===== config.mk =====
export PLATFORM = sky130hd
export DESIGN_NAME = deact_vec_sel
export DESIGN_NICKNAME = d
export VERILOG_FILES = /design/src/rtl/deact_pkg.sv /design/src/rtl/deact_vec_pick.sv /design/src/rtl/deact_legal_chk.sv /design/src/rtl/deact_strobe_gen.sv /design/src/rtl/deact_vec_sel.sv
export SDC_FILE = /design/constraint.sdc
export NUM_CORES = 1
export LEC_CHECK = 0
export BUFFER_PORTS_ARGS = -buffer_cell sky130_fd_sc_hd__buf_2
export CAP_MARGIN = 15
export CELL_PAD_IN_SITES_DETAIL_PLACEMENT = 0
export CELL_PAD_IN_SITES_GLOBAL_PLACEMENT = 1
export CORE_AREA = 2 2 196 198
export CTS_CLUSTER_SIZE = 40
export DETAILED_ROUTE_END_ITERATION = 8
export DIE_AREA = 0 0 198 200
export PLACE_DENSITY_LB_ADDON = 0.1
export SYNTH_ARGS = -nofsm -noshare
export SYNTH_HDL_FRONTEND = slang
export SYNTH_SLANG_ARGS = --single-unit

===== constraint.sdc =====
create_clock -name clk_i -period 3.5 [get_ports clk_i]
set_input_delay 0.35 -clock clk_i [delete_from_list [all_inputs] [get_ports clk_i]]
set_output_delay 0.35 -clock clk_i [all_outputs]
set_load 0.02 [all_outputs]

===== src/rtl/deact_pkg.sv =====
package deact_pkg;

    localparam int NUM_W  = 8;
    localparam int PRIO_W = 9;

    typedef logic [NUM_W-1:0]         exc_num_t;
    typedef logic signed [PRIO_W-1:0] prio_t;

    localparam exc_num_t EXC_RESET = 8'd1;
    localparam exc_num_t EXC_NMI   = 8'd2;
    localparam exc_num_t EXC_HARD  = 8'd3;

    typedef enum logic [1:0] {
        PICK_REQUESTED,
        PICK_HARD_ROUTED,
        PICK_NMI_NS,
        PICK_HARD_SEC
    } pick_kind_e;

    typedef struct packed {
        pick_kind_e kind;
        logic       sec;
        exc_num_t   num;
    } vec_sel_t;

    typedef struct packed {
        logic bad_range;
        logic inactive;
        logic clear;
        logic illegal;
        logic repend;
    } verdict_t;

    function automatic pick_kind_e force_kind(input logic newer, input prio_t p);
        pick_kind_e k;
        k = PICK_REQUESTED;
        if (newer) begin
            if (p == prio_t'(-1))      k = PICK_HARD_ROUTED;
            else if (p == prio_t'(-2)) k = PICK_NMI_NS;
            else if (p == prio_t'(-3)) k = PICK_HARD_SEC;
        end
        return k;
    endfunction

endpackage


===== src/rtl/deact_vec_pick.sv =====
module deact_vec_pick
    import deact_pkg::*;
(
    input  exc_num_t req_num_i,
    input  logic     req_sec_i,
    input  logic     req_banked_i,
    input  logic     newer_i,
    input  prio_t    prio_i,
    input  logic     hf_ns_i,
    output vec_sel_t sel_o
);

    pick_kind_e kind;

    always_comb begin
        kind       = force_kind(newer_i, prio_i);
        sel_o.kind = kind;
        case (kind)
            PICK_HARD_ROUTED: begin
                sel_o.sec = ~hf_ns_i;
                sel_o.num = EXC_HARD;
            end
            PICK_NMI_NS: begin
                sel_o.sec = 1'b0;
                sel_o.num = EXC_NMI;
            end
            PICK_HARD_SEC: begin
                sel_o.sec = 1'b1;
                sel_o.num = EXC_HARD;
            end
            default: begin
                sel_o.sec = req_sec_i & req_banked_i;
                sel_o.num = req_num_i;
            end
        endcase
    end

endmodule


===== src/rtl/deact_legal_chk.sv =====
module deact_legal_chk
    import deact_pkg::*;
#(
    parameter int NUM_EXC = 48
) (
    input  vec_sel_t           sel_i,
    input  logic               in_range_i,
    input  logic               req_banked_i,
    input  logic               req_tgt_sec_i,
    input  logic               req_sec_i,
    input  logic [NUM_EXC-1:0] act_s_i,
    input  logic [NUM_EXC-1:0] act_ns_i,
    input  logic [NUM_EXC-1:0] lvl_s_i,
    input  logic [NUM_EXC-1:0] lvl_ns_i,
    output verdict_t           verdict_o
);

    localparam int IDX_W = $clog2(NUM_EXC);

    logic [IDX_W-1:0] sidx;
    logic             sel_active;
    logic             sel_level;

    assign sidx = sel_i.num[IDX_W-1:0];

    always_comb begin
        sel_active = 1'b0;
        sel_level  = 1'b0;
        if (in_range_i) begin
            sel_active = sel_i.sec ? act_s_i[sidx] : act_ns_i[sidx];
            sel_level  = sel_i.sec ? lvl_s_i[sidx] : lvl_ns_i[sidx];
        end
    end

    always_comb begin
        verdict_o.bad_range = ~in_range_i;
        verdict_o.inactive  = in_range_i & ~sel_active;
        verdict_o.clear     = in_range_i & sel_active;
        verdict_o.illegal   = verdict_o.clear & ~req_banked_i &
                              (req_tgt_sec_i != req_sec_i);
        verdict_o.repend    = verdict_o.clear & sel_level;
    end

endmodule


===== src/rtl/deact_strobe_gen.sv =====
module deact_strobe_gen
    import deact_pkg::*;
#(
    parameter int NUM_EXC = 48
) (
    input  vec_sel_t           sel_i,
    input  logic               clr_en_i,
    input  logic               rep_en_i,
    output logic [NUM_EXC-1:0] clr_s_o,
    output logic [NUM_EXC-1:0] clr_ns_o,
    output logic [NUM_EXC-1:0] rep_s_o,
    output logic [NUM_EXC-1:0] rep_ns_o
);

    for (genvar i = 0; i < NUM_EXC; i++) begin : g_dec
        localparam exc_num_t KEY = exc_num_t'(i);
        logic hit;
        assign hit         = (sel_i.num == KEY);
        assign clr_s_o[i]  = clr_en_i & hit &  sel_i.sec;
        assign clr_ns_o[i] = clr_en_i & hit & ~sel_i.sec;
        assign rep_s_o[i]  = rep_en_i & hit &  sel_i.sec;
        assign rep_ns_o[i] = rep_en_i & hit & ~sel_i.sec;
    end

endmodule


===== src/rtl/deact_vec_sel.sv =====
module deact_vec_sel
    import deact_pkg::*;
#(
    parameter int NUM_EXC = 48
) (
    input  logic               clk_i,
    input  logic               rst_i,
    input  logic               req_i,
    input  logic [7:0]         req_num_i,
    input  logic               req_sec_i,
    input  logic               v8_mode_i,
    input  logic signed [8:0]  exec_prio_i,
    input  logic               hf_ns_i,
    input  logic [NUM_EXC-1:0] banked_i,
    input  logic [NUM_EXC-1:0] tgt_sec_i,
    input  logic [NUM_EXC-1:0] act_s_i,
    input  logic [NUM_EXC-1:0] act_ns_i,
    input  logic [NUM_EXC-1:0] lvl_s_i,
    input  logic [NUM_EXC-1:0] lvl_ns_i,
    output logic               done_o,
    output logic [NUM_EXC-1:0] clr_s_o,
    output logic [NUM_EXC-1:0] clr_ns_o,
    output logic [NUM_EXC-1:0] repend_s_o,
    output logic [NUM_EXC-1:0] repend_ns_o,
    output logic               illegal_o,
    output logic               err_o
);

    localparam int       IDX_W   = $clog2(NUM_EXC);
    localparam exc_num_t NUM_LIM = exc_num_t'(NUM_EXC);

    logic             in_range;
    logic [IDX_W-1:0] req_idx;
    logic             req_banked;
    logic             req_tgt_sec;
    vec_sel_t         sel;
    verdict_t         verdict;

    logic [NUM_EXC-1:0] clr_s_d, clr_ns_d, rep_s_d, rep_ns_d;

    assign in_range    = (req_num_i > EXC_RESET) && (req_num_i < NUM_LIM);
    assign req_idx     = req_num_i[IDX_W-1:0];
    assign req_banked  = in_range ? banked_i[req_idx]  : 1'b0;
    assign req_tgt_sec = in_range ? tgt_sec_i[req_idx] : 1'b0;

    deact_vec_pick u_pick (
        .req_num_i    (req_num_i),
        .req_sec_i    (req_sec_i),
        .req_banked_i (req_banked),
        .newer_i      (v8_mode_i),
        .prio_i       (exec_prio_i),
        .hf_ns_i      (hf_ns_i),
        .sel_o        (sel)
    );

    deact_legal_chk #(.NUM_EXC(NUM_EXC)) u_chk (
        .sel_i         (sel),
        .in_range_i    (in_range),
        .req_banked_i  (req_banked),
        .req_tgt_sec_i (req_tgt_sec),
        .req_sec_i     (req_sec_i),
        .act_s_i       (act_s_i),
        .act_ns_i      (act_ns_i),
        .lvl_s_i       (lvl_s_i),
        .lvl_ns_i      (lvl_ns_i),
        .verdict_o     (verdict)
    );

    deact_strobe_gen #(.NUM_EXC(NUM_EXC)) u_strb (
        .sel_i    (sel),
        .clr_en_i (req_i & verdict.clear),
        .rep_en_i (req_i & verdict.repend),
        .clr_s_o  (clr_s_d),
        .clr_ns_o (clr_ns_d),
        .rep_s_o  (rep_s_d),
        .rep_ns_o (rep_ns_d)
    );

    always_ff @(posedge clk_i) begin
        if (rst_i) begin
            done_o      <= 1'b0;
            clr_s_o     <= '0;
            clr_ns_o    <= '0;
            repend_s_o  <= '0;
            repend_ns_o <= '0;
            illegal_o   <= 1'b0;
            err_o       <= 1'b0;
        end else begin
            done_o      <= req_i;
            clr_s_o     <= clr_s_d;
            clr_ns_o    <= clr_ns_d;
            repend_s_o  <= rep_s_d;
            repend_ns_o <= rep_ns_d;
            illegal_o   <= req_i & verdict.illegal;
            err_o       <= req_i & (verdict.bad_range | verdict.inactive);
        end
    end

endmodule


==> results.py, run 1 <==
metrics = {
    "placement": {
        "hpwlAfterDp_um": 35900,
        "portBuffers": 505,
        "dp_cells": 1895,
        "dpl_cell_area_um2": 12400,
        "place.gp.congestion": 0.851,
    },
    "synth": {
        "synthArstFlopShare_pct": 0,
        "synth_edf_count": 0,
        "synth_seq_cells": 195,
        "synthTopCellsByCount": "dfxtp_1 (195), nor3_1 (100), nor4_1 (70)",
        "synth-main-ff-cell": "dfxtp_1",
        "syn_area_per_cell_um2": 10.1,
        "yosys_warnings": 0,
        "synthesis.area_um2": 8810,
        "synth_cell_types": 87,
        "netlist.area_leader.share_pct": 44.3,
        "yosysTopAreaCell": "dfxtp_1",
        "yosys.cell_count.top_type": "dfxtp_1",
        "yosysSeqAreaShare_pct": 44.3,
        "synth_cells": 868,
        "synth_area_leaders": "dfxtp_1 (44%), mux4_2 (8.7%), nor3_1 (5.7%)",
    },
    "floorplanning": {
        "die_x_um": 198,
        "coreArea_um2": 37400,
        "die-area_um2": 39600,
        "start_util_pct": 23.6,
        "num_io_pins": 506,
        "die_h_um": 200,
        "num_rows": 71,
    },
    "routing": {
        "finalWirelength_um": 44800,
        "drc": 0,
        "routed.top_layer": "met5",
        "drtAntennaViolNets": 0,
        "vias_per_cell": 4.82,
        "wl_met1_um": 17400,
        "wire_per_inst_um": 23.2,
        "met2WireLength_um": 23700,
        "drt_pass1_iterations": 5,
        "routed-wl-met3_um": 2720,
        "vias": 9298,
        "dr.first_iter.drc_count": 436,
    },
    "clock_network": {
        "cts_buffer_depth": 2,
        "cts_made_buffers": 17,
        "tritoncts": "done",
        "cts_setup_buffers": 0,
        "cts_resized": 0,
        "cts.sink_count": 195,
        "cts_hold_buf": 0,
        "htreeDepth": 4,
        "path_clk_slew_ns": 0.07,
        "root_buffer": "clkbuf_16",
    },
    "timing": {
        "slew_headroom_pct": 28.6,
        "final.min_clock_period_ns": 3.21,
        "worst_slew_pin_slew_ns": 1.07,
        "finalHoldViolations": 0,
        "min_period_over_period_pct": 91.8,
        "report.final.slew_viol_count": 0,
        "max_freq_mhz": 311,
        "rsz0062_at_grt": "no",
        "setup_violations": 0,
        "tns_ns": 0,
    },
    "final_layout": {
        "syn2layout_area_growth_pct": 46.9,
        "postLayoutCellArea_um2": 12900,
        "drive_gt1_share_pct": 50.7,
        "final_util_pct": 34.6,
        "finalNetCount": 1714,
        "fin_cells": 1930,
    },
    "worst_hold_path": {
        "hold_class": "in -> reg",
    },
    "global_route": {
        "grt_pass1_wl_um": 63200,
        "grt_overflow_total": 0,
        "grt_usage_pct": 22.0,
        "grt_start_max_net_pins": 47,
        "antenna_found_initial": 11,
        "grt_pass1_vias": 9637,
    },
    "power": {
        "total_power_mw": 4.87,
        "vdd_drop_max_mv": 0.293,
        "power.leakage_nw": 5.67,
        "powerDensity_nw_per_um2": 376,
    },
    "setup_path": {
        "worstPathArrival_ns": 3.47,
        "crit_path_end_kind": "register",
        "path_max_fanout": 23,
        "path_class": "in -> reg",
        "required_ns": 3.76,
        "start_kind": "input pin",
    },
    "outcome": {
        "outcome": "finished, final reports clean",
    },
    "run": {
        "drv_cap": 0,
    },
}
## routing by layer
| metal | up-vias | GRT usage [%] |
|---|---|---|
| li1 | 4404 | - |
| met1 | 4448 | 25.0 |
| met2 | 390 | 41.5 |
| met3 | 46 | 4.64 |
| met4 | 10 | 5.88 |
| met5 | - | 0 |
## state kept, by name, summed over array words and instances (netlist names)
name         count
illegal_o        1
clr_s_o         48
repend_s_o      48
clr_ns_o        48
err_o            1
repend_ns_o     48
done_o           1
## placed cells by master (no fill, tap or decap), types with 5 or more instances in the layout
cell type / n
nor2_1: 38
and3_1: 11
nor4_1: 70
mux2_2: 18
a31oi_1: 12
dfxtp_1: 195
buf_4: 82
nor2b_1: 12
diode_2: 5
o22ai_1: 9
clkbuf_16: 17
buf_2: 504
conb_1: 8
a211oi_1: 19
mux4_2: 34
nor4b_2: 10
nand2_1: 38
nor4b_1: 5
a2111oi_0: 7
mux2i_1: 17
nand3_1: 32
a21oi_1: 22
buf_12: 9
o21ai_0: 22
inv_1: 8
nor3_1: 100
## per-stage QoR
stage	hold WS, ns	setup slack (ns)
after floorplan	0.440	0.682
after global placement	0.676	-0.172
after detailed placement	0.673	-0.213
after CTS	0.221	0.255
after global routing	0.250	0.117
final	0.245	0.288
## cell families after synthesis
family	Yosys count	synth area share (%)
flip-flops	195	44.3
XOR/XNOR	1	0.0994
buffers and inverters	95	5.80
AND/OR/NAND/NOR	348	22.5
AO/OA/AOI/OAI	159	14.3
multiplexers	69	12.9
other	1	0.0426
## path summary, 6_finish.rpt
check / start / to / slack, ns / depth (start not counted)
min: rst_i / done_o$_SDFF_PP0_ / 0.25 / 2
max: req_num_i[0] / repend_s_o[10]$_SDFF_PP0_ / 0.29 / 10
## power by group
part	switching, mW	leakage, nW	internal (mW)	total [mW]
combinational	0.436	3.85	0.377	0.813
sequential	0.00122	1.57	2.22	2.23
clock	0.812	0.252	1.02	1.83
## critical path, cell delays in order
cell and delay, ns:
buf_4 0.27, buf_4 0.20, buf_12 0.18, mux4_2 0.55, o311ai_0 0.49, nand2_1 0.14, o211ai_1 0.17, o21ai_4 0.12
nor2_1 0.82, nor4_1 0.16
## area by class of cell
class	instances	area [µm²]
Sequential cell	195	3900
Clock inverter	7	77.6
Tap cell	511	639
Fill cell	3988	24500
Inverter	9	33.8
Timing Repair Buffer	595	3320
Multi-Input combinational cell	585	4490
Antenna cell	5	12.5
Clock buffer	23	468
Power figures use the tool's default switching activity.
==> run 2: changes to the inputs <==
- RECOVER_POWER: not set -> 100
==> run 2 against run 1 <==
Effect of this change: utilization shrank 0.92 points; largest cell class unchanged; cell count unchanged; sequential cell count unchanged; fmax down 2.5%; first-iteration DRC count is 1.1% higher; sequential share of layout area is 0.82 points higher; via count rose by 0.40%; count of clock-buffer cells in the layout did not move; highest routed layer unchanged.
==> results.py, run 2 (same netlist as run 1, synthesis figures left out) <==
metrics = {
    "placement": {
        "pre_cts_ws_ns": -0.213,
        "hpwlAfterDp_um": 35900,
        "place.gp.congestion": 0.851,
        "portBuffers": 505,
    },
    "floorplanning": {
        "die-area_um2": 39600,
        "coreArea_um2": 37400,
        "num_io_pins": 506,
        "start_util_pct": 23.6,
        "num_rows": 71,
        "die_h_um": 200,
        "die_x_um": 198,
    },
    "global_route": {
        "grt_pass1_vias": 9637,
        "grt_start_max_net_pins": 47,
        "grt_overflow_total": 0,
        "grt_pass1_wl_um": 63200,
        "grt_usage_pct": 22.0,
        "antenna_found_initial": 11,
    },
    "routing": {
        "drtAntennaViolNets": 0,
        "dr.first_iter.drc_count": 441,
        "wire_per_inst_um": 23.4,
        "vias_per_cell": 4.84,
        "vias": 9335,
        "finalWirelength_um": 45100,
        "drc": 0,
        "drt_pass1_iterations": 5,
    },
    "worst_hold_path": {
        "hold_class": "in -> reg",
    },
    "clock_network": {
        "cts_setup_buffers": 0,
        "path_clk_slew_ns": 0.06,
        "cts_made_buffers": 17,
        "cts_resized": 0,
        "cts.sink_count": 195,
        "root_buffer": "clkbuf_16",
        "tritoncts": "done",
        "htreeDepth": 4,
        "cts_buffer_depth": 2,
        "cts_hold_buf": 0,
    },
    "setup_path": {
        "required_ns": 3.77,
        "start_kind": "input pin",
        "path_max_fanout": 19,
        "path_class": "in -> reg",
        "endpoint": "clr_ns_o[5]$_SDFF_PP0_",
        "crit_path_end_kind": "register",
        "worstPathArrival_ns": 3.57,
        "cp-startpoint": "req_num_i[0]",
    },
    "final_layout": {
        "syn2layout_area_growth_pct": 43.1,
        "nFillCells": 4061,
        "drive_gt1_share_pct": 35.7,
        "final_common_cell": "buf_2",
        "finalNetCount": 1714,
        "final_cell_mix": "buf_2 (306), clkbuf_1 (203), dfxtp_1 (195), nor3_1 (100), buf_4 (80)",
    },
    "timing": {
        "tns_ns": 0,
        "setup_violations": 0,
        "setup_ws_ns": 0.205,
        "min_period_over_period_pct": 94.1,
        "report.final.slew_viol_count": 0,
        "rsz0062_at_grt": "no",
        "slew_headroom_pct": 29.7,
        "finalHoldViolations": 0,
        "worst_slew_pin_slew_ns": 1.05,
        "max_freq_mhz": 303,
        "final.min_clock_period_ns": 3.30,
    },
    "power": {
        "powerDensity_nw_per_um2": 386,
        "power.leakage_nw": 4.80,
        "vdd_drop_max_mv": 0.295,
    },
    "outcome": {
        "outcome": "finished, final reports clean",
    },
    "run": {
        "drv_cap": 0,
    },
}
-- run 2: area by class of cell --
| cell class | count | area (µm²) | area share (%) |
|---|---|---|---|
| flip-flops and latches | 195 | 3900 | 31.0 |
| repair buffers | 595 | 3050 | 24.2 |
| inverters | 9 | 33.8 | 0.268 |
| multi-input cells | 585 | 4410 | 35.0 |
| clock inverters | 7 | 77.6 | 0.616 |
| well taps | 511 | 639 | 5.07 |
| diodes | 5 | 12.5 | 0.0993 |
| clock buffers | 23 | 468 | 3.71 |
-- run 2: layer usage --
layer / GRT usage, % / up-vias / part of all wire (%)
li1: - / 4410 / -
met3: 4.64 / 59 / 6.1
met5: 0 / - / 0.13
met1: 25.0 / 4466 / 39
met2: 41.5 / 390 / 53
met4: 5.88 / 10 / 1.9
-- run 2: worst max-delay path: stages --
cell	delay (ns)
buf_4	0.27
mux4_2	0.56
mux2_1	0.33
a32oi_1	0.39
a21boi_0	0.30
or2_0	0.42
a211o_1	0.38
o211ai_2	0.25
buf_12	0.23
nor3_1	0.07
-- run 2: worst min-delay path by stage --
stage	startpoint	endpoint	slack, ns	cells past startpoint
finish	rst_i	done_o$_SDFF_PP0_	0.24	2
global route	rst_i	done_o$_SDFF_PP0_	0.25	2
CTS	rst_i	done_o$_SDFF_PP0_	0.22	2
detailed placement	rst_i	done_o$_SDFF_PP0_	0.67	2
global placement	rst_i	done_o$_SDFF_PP0_	0.68	2
floorplan	rst_i	done_o$_SDFF_PP0_	0.44	1
-- run 2: metrics by stage --
| stage | util (%) | area (µm²) | power (mW) | hold slack (ns) | instances |
|---|---|---|---|---|---|
| 6_report | 33.7 | 12600 | 4.87 | 0.243 | 1930 |
| 5_1_grt | 33.7 | 12600 | 5.06 | 0.250 | 1928 |
| 4_1_cts | 34.6 | 12900 | 4.93 | 0.221 | 1925 |
| 3_5_place_dp | 33.1 | 12400 | 3.10 | 0.673 | 1895 |
| 3_3_place_gp | 33.1 | 12400 | 3.10 | 0.676 | 1895 |
| 2_1_floorplan | - | 8830 | 2.69 | 0.440 | 875 |
-- run 2: where the power goes --
| group | switching (mW) | total (mW) | internal, mW |
|---|---|---|---|
| clock | 0.822 | 1.84 | 1.02 |
| sequential | 0.00147 | 2.23 | 2.22 |
| combinational | 0.432 | 0.803 | 0.370 |
| total | 1.26 | 4.87 | 3.61 |
